<file path="src/rtl/ppi_pkg.sv">
package ppi_pkg;
    typedef enum logic [1:0] {
        SEL_PA = 2'b00,
        SEL_PB = 2'b01,
        SEL_PC = 2'b10,
        SEL_CW = 2'b11
    } sel_e;

    typedef enum logic {
        BUS_IDLE = 1'b0,
        BUS_HOLD = 1'b1
    } bus_st_e;

    // direction per group, 1 = input
    typedef struct packed {
        logic a_in;
        logic cu_in;
        logic b_in;
        logic cl_in;
    } dir_t;

    localparam dir_t DIR_ALL_IN = '{a_in: 1'b1, cu_in: 1'b1, b_in: 1'b1, cl_in: 1'b1};
endpackage

</file>
<file path="src/rtl/ppi_bus_fsm.sv">
module ppi_bus_fsm
    import ppi_pkg::*;
(
    input  logic clk,
    input  logic rst,
    input  logic cs_n,
    input  logic wr_n,
    output logic commit
);
    bus_st_e st_q, st_d;
    logic    strobe;

    assign strobe = !cs_n && !wr_n;

    always_ff @(posedge clk) begin
        if (rst) st_q <= BUS_IDLE;
        else     st_q <= st_d;
    end

    always_comb begin
        st_d   = st_q;
        commit = 1'b0;
        unique case (st_q)
            BUS_IDLE: begin
                if (strobe) begin
                    commit = 1'b1;
                    st_d   = BUS_HOLD;
                end
            end
            BUS_HOLD: begin
                if (!strobe) st_d = BUS_IDLE;
            end
            default: st_d = BUS_IDLE;
        endcase
    end
endmodule

</file>
<file path="src/rtl/ppi_regs.sv">
module ppi_regs
    import ppi_pkg::*;
#(
    parameter int PW = 8
) (
    input  logic          clk,
    input  logic          rst,
    input  logic          commit,
    input  logic [1:0]    addr,
    input  logic [PW-1:0] din,
    output logic [PW-1:0] lat_a,
    output logic [PW-1:0] lat_b,
    output logic [PW-1:0] lat_c,
    output dir_t          dir,
    output logic [PW-1:0] cword
);
    localparam int IW = $clog2(PW);

    sel_e sel;
    logic is_cfg;

    assign sel    = sel_e'(addr);
    assign is_cfg = din[PW-1];

    always_ff @(posedge clk) begin
        if (rst) begin
            lat_a <= '0;
            lat_b <= '0;
            lat_c <= '0;
            dir   <= DIR_ALL_IN;
            cword <= '0;
        end else if (commit) begin
            unique case (sel)
                SEL_PA: lat_a <= din;
                SEL_PB: lat_b <= din;
                SEL_PC: lat_c <= din;
                SEL_CW: begin
                    if (is_cfg) begin
                        cword     <= din;
                        dir.a_in  <= din[4];
                        dir.cu_in <= din[3];
                        dir.b_in  <= din[1];
                        dir.cl_in <= din[0];
                        lat_a     <= '0;
                        lat_b     <= '0;
                        lat_c     <= '0;
                    end else begin
                        lat_c[din[IW:1]] <= din[0];
                    end
                end
                default: ;
            endcase
        end
    end
endmodule

</file>
<file path="src/rtl/ppi_rdmux.sv">
module ppi_rdmux
    import ppi_pkg::*;
#(
    parameter int PW = 8
) (
    input  logic          cs_n,
    input  logic          rd_n,
    input  logic          wr_n,
    input  logic [1:0]    addr,
    input  dir_t          dir,
    input  logic [PW-1:0] lat_a,
    input  logic [PW-1:0] lat_b,
    input  logic [PW-1:0] lat_c,
    input  logic [PW-1:0] cword,
    input  logic [PW-1:0] pa_in,
    input  logic [PW-1:0] pb_in,
    input  logic [PW-1:0] pc_in,
    output logic [PW-1:0] dout,
    output logic          dout_en
);
    localparam int HW = PW / 2;

    logic [PW-1:0] view_c;

    assign view_c[PW-1:HW] = dir.cu_in ? pc_in[PW-1:HW] : lat_c[PW-1:HW];
    assign view_c[HW-1:0]  = dir.cl_in ? pc_in[HW-1:0]  : lat_c[HW-1:0];

    assign dout_en = !cs_n && !rd_n && wr_n;

    always_comb begin
        unique case (sel_e'(addr))
            SEL_PA:  dout = dir.a_in ? pa_in : lat_a;
            SEL_PB:  dout = dir.b_in ? pb_in : lat_b;
            SEL_PC:  dout = view_c;
            SEL_CW:  dout = cword;
            default: dout = '0;
        endcase
    end
endmodule

</file>
<file path="src/rtl/ppi_unit.sv">
module ppi_unit
    import ppi_pkg::*;
#(
    parameter int PW = 8
) (
    input  logic          clk,
    input  logic          rst,
    input  logic          cs_n,
    input  logic [1:0]    addr,
    input  logic          rd_n,
    input  logic          wr_n,
    input  logic [PW-1:0] din,
    output logic [PW-1:0] dout,
    output logic          dout_en,
    input  logic [PW-1:0] pa_in,
    output logic [PW-1:0] pa_out,
    output logic [PW-1:0] pa_oe,
    input  logic [PW-1:0] pb_in,
    output logic [PW-1:0] pb_out,
    output logic [PW-1:0] pb_oe,
    input  logic [PW-1:0] pc_in,
    output logic [PW-1:0] pc_out,
    output logic [PW-1:0] pc_oe
);
    localparam int HW = PW / 2;

    logic          commit;
    dir_t          dir;
    logic [PW-1:0] lat_a, lat_b, lat_c, cword;

    ppi_bus_fsm u_fsm (
        .clk(clk), .rst(rst), .cs_n(cs_n), .wr_n(wr_n), .commit(commit)
    );

    ppi_regs #(.PW(PW)) u_regs (
        .clk(clk), .rst(rst), .commit(commit), .addr(addr), .din(din),
        .lat_a(lat_a), .lat_b(lat_b), .lat_c(lat_c), .dir(dir), .cword(cword)
    );

    ppi_rdmux #(.PW(PW)) u_rd (
        .cs_n(cs_n), .rd_n(rd_n), .wr_n(wr_n), .addr(addr), .dir(dir),
        .lat_a(lat_a), .lat_b(lat_b), .lat_c(lat_c), .cword(cword),
        .pa_in(pa_in), .pb_in(pb_in), .pc_in(pc_in),
        .dout(dout), .dout_en(dout_en)
    );

    assign pa_out = lat_a;
    assign pb_out = lat_b;
    assign pc_out = lat_c;
    assign pa_oe  = {PW{~dir.a_in}};
    assign pb_oe  = {PW{~dir.b_in}};

    for (genvar h = 0; h < 2; h++) begin : g_pc_half
        logic half_in;
        assign half_in = (h == 0) ? dir.cl_in : dir.cu_in;
        assign pc_oe[h*HW +: HW] = {HW{~half_in}};
    end
endmodule

</file>
<file path="config.mk">
export PLATFORM = sky130hd
export DESIGN_NAME = ppi_unit
export DESIGN_NICKNAME = d
export VERILOG_FILES = /design/src/rtl/ppi_pkg.sv /design/src/rtl/ppi_bus_fsm.sv /design/src/rtl/ppi_regs.sv /design/src/rtl/ppi_rdmux.sv /design/src/rtl/ppi_unit.sv
export SDC_FILE = /design/constraint.sdc
export NUM_CORES = 1
export LEC_CHECK = 0
export ABC_AREA = 1
export BUFFER_PORTS_ARGS = -buffer_cell sky130_fd_sc_hd__buf_2
export CORE_ASPECT_RATIO = 1.25
export CORE_MARGIN = 8
export CORE_UTILIZATION = 40
export DETAILED_ROUTE_END_ITERATION = 7
export MAX_ROUTING_LAYER = met4
export PLACE_DENSITY = 0.74
export SETUP_SLACK_MARGIN = 0.2
export SLEW_MARGIN = 30
export SYNTH_ARGS = -nofsm -noshare
export SYNTH_HDL_FRONTEND = slang
export SYNTH_HIERARCHICAL = 1
export SYNTH_SLANG_ARGS = --single-unit
export TNS_END_PERCENT = 1
</file>
<file path="constraint.sdc">
create_clock -name clk -period 1.11 [get_ports clk]
set_input_delay 0 -clock clk [delete_from_list [all_inputs] [get_ports clk]]
set_output_delay 0 -clock clk [all_outputs]
set_load 0.02 [all_outputs]
</file>
==> summary.md <==
| Metric | Value |
|---|---|
| Data arrival, critical path | 1.24 ns |
| Clock Skews | 0.00277 ns |
| CP top delay family | flip-flops |
| Post-Syn Area | 2360 sq um |
| Post-Route WL | 7400 um |
| Die area | 8620 sq um |
| Mapped Nets | 441 |
| Place WS | 0.00673 ns |
| Vias in the first global route | 2,575 |
| Area of the multi-input gates | 1310 sq um |
| Crit-path slowest cell | dfxtp_4 |
| P&R area growth vs syn | 35.3% |
| Critical path peak fanout | 5 |
| Nets | 529 |
| Pwr dens | 1010 nW/um^2 |
| Most common library cell in the layout ignoring fill and taps | nand2_1 |
| Initial DRC Count | 142 |
| Cell variety after synth | 19 |
| Drt pass-1 iters | 4 |
| Total inserted antenna cells | 0 |
| Max_cap viols | 0 |
| Largest net degree at the start of global routing | 23 |
| Leak | 1.76 nW |
| Site Rows | 31 |
| Clk Latency, worst-skew pair | 0.28 ns |
| Die span in y | 102 um |
| Grt total ovfl | 0 |
| DR vias/cell | 4.73 |
| Slowest stage delay, CP | 0.36 ns |
| Root Buffer | clkbuf_8 |
| Routed length per placed instance | 13.3 um |
| WS Path Type | flip-flop to primary output |
| Post-synthesis cell count | 402 |
| Slew margin rel. | 77.5% |
| Tot Pwr | 3.22 mW |
| Failing checks | negative setup slack |
| Reg area | 757 sq um |
| First-pass GRT wire length | 12,000 um |
| Core area | 5740 sq um |
| Worst-path clk slew | 0.07 ns |
| CTS tree | done |
| CTS Buffer Depth | 2 |
| Seq/Total Area, Yosys | 31.4% |
| Initial antenna violation count | 0 |
| H-tree depth | 2 |
| Slew Viols, Final | 0 |
| Syn avg cell area | 5.87 sq um |
| Worst Tran Pin Value | 0.337 ns |
| Critical path cell sequence | buf_6 > nand2_2 > nand2_1 > nand2_1 > nand4_1 > buf_6 |
| GPL Wtd Cong | 0.924 |
| Remaining DRCs | 0 |
| IO Port Bufs | 95 |
| Die X | 84.7 um |
| CP bufs+invs | 2 |
| Commonest cells after routing, fill and taps aside | nand2_1 (153), buf_2 (79), inv_1 (44) |
| Minimum clock period | 1.24 ns |
| Placed Cells | 545 |
| Clock sinks | 37 |
| TritonCTS Buffers | 5 |
| Crit start category | flip-flop |
| Synth area leaders | dfxtp_1 (31%), nand2_1 (27%), inv_1 (8.0%), buf_4 (6.4%), nor2_1 (6.2%) |
| Fillers | 576 |
| DPL Wire Length | 6050 um |
| Critical Path Sink Type | primary output |
| Vias post-DR | 2,634 |
| Seq cells post-synth | 37 |
| Worst endpoint required time | 1.11 ns |
| RSZ-0062 raised after global routing | true |
| Peak VDD IR | 0.558 mV |
| Most area-hungry cell type in the Yosys netlist | dfxtp_1 |
| Share of the synthesized area in the top cell type | 31.4% |
| Tcrit/Tclk final | 111% |
| Non-filler instance count after layout | 557 |
| Hold Fails Final Rpt | 0 |
| Worst setup margin | -0.126 ns |
| Final Setup Violations | 13 |
| Max Fclk | 809 MHz |
| YS warnings | 6 |
| Share of post-route cells with drive strength above 1 | 34.0% |
| Worst min path class | input pin to flip-flop |
| Antenna-violating nets left | 0 |
| Outcome | complete, but fails checks |
| Global Route Usage Sum | 17.9% |
| I/O Pins | 96 |
| Initial Utilization | 41.1% |
-- tightest hold or removal path: cells and delay by family --
family          cells  cell delay, ns
simple gates        1            0.08
buf+inv             1            0.13
compound gates      1            0.05
-- through the flow --
| step | instance area, sq um | setup TNS, ns | hold slack [ns] | utilization, % |
|---|---|---|---|---|
| floorplan | 2380 | 0 | 0.0650 | - |
| global placement | 2860 | 0 | 0.238 | 49.8 |
| detailed placement | 2860 | 0 | 0.238 | 49.8 |
| CTS | 3060 | -0.891 | 0.0170 | 53.3 |
| global route | 3190 | -3.28 | 0.0457 | 55.6 |
| finish | 3190 | -0.814 | 0.0240 | 55.6 |
-- cells by family after synthesis --
| logic type | Yosys count | share of synthesized area (%) |
|---|---|---|
| AND/OR/NAND/NOR | 263 | 48.1 |
| buffers and inverters | 85 | 16.9 |
| flip-flops | 37 | 31.4 |
| AO/OA/AOI/OAI | 17 | 3.61 |
-- Yosys cell counts --
cell,count
a21oi_1,14
buf_2,4
buf_4,20
clkbuf_1,6
dfxtp_1,37
inv_1,50
inv_2,5
nand2_1,168
nand2_2,2
nand2_4,1
nand3_1,29
nand3_2,2
nand4_1,15
nor2_1,39
nor2_2,2
nor2_4,3
nor2_8,1
nor3b_1,1
o21ai_0,3
-- timing repair --
item | 4_1_cts | 5_1_grt
resized for setup | 33 | 38
endpoints found under the hold margin | 2 | 0
gates cloned | 1 | 0
endpoints found under the setup margin | 68 | 68
hold buffers | 2 | 0
buffers inserted | 0 | 1
pin swaps | 19 | 23
-- per-layer routing --
layer	routed length (um)	global-route usage [%]	vias to the layer above	share of wire [%]
met3	398	3.14	13	5.4
li1	-	-	1394	-
met5	0	-	-	0
met2	3780	31.9	88	51
met4	176	7.83	0	2.4
met1	3050	19.1	1139	41
-- report_power, final --
group,internal (mW),leakage (nW),switching [mW]
registers,1.36,0.301,0.0360
logic,0.311,1.40,0.485
clock network,0.561,0.0542,0.466
-- area by class of cell --
| type | instances | share of cell area (%) |
|---|---|---|
| Tap cell | 66 | 2.59 |
| Timing Repair Buffer | 111 | 22.6 |
| Sequential cell | 37 | 23.7 |
| Clock inverter | 1 | 0.157 |
| Multi-Input combinational cell | 280 | 41.0 |
| Inverter | 55 | 6.86 |
| Clock buffer | 7 | 3.02 |
-- final timing paths --
path / startpoint / end / slack (ns) / cells after the start
max: u_regs/dir[1]$_SDFFE_PP1P_ / dout[5] / -0.13 / 6
min: din[4] / u_regs/lat_b[4]$_SDFFE_PP0P_ / 0.02 / 3
max reg2reg: u_fsm/st_q$_SDFF_PP0_ / u_regs/cword[5]$_SDFFE_PP0P_ / -0.01 / 6
min reg2reg: u_regs/cword[0]$_SDFFE_PP0P_ / u_regs/cword[0]$_SDFFE_PP0P_ / 0.46 / 2
-- flip-flops by register name (all words and copies together) (netlist names) --
name,cells
u_regs/lat_a,8
u_regs/lat_b,8
u_regs/dir,4
u_regs/lat_c,8
u_fsm/st_q,1
u_regs/cword,8
Power figures use the tool's default switching activity.
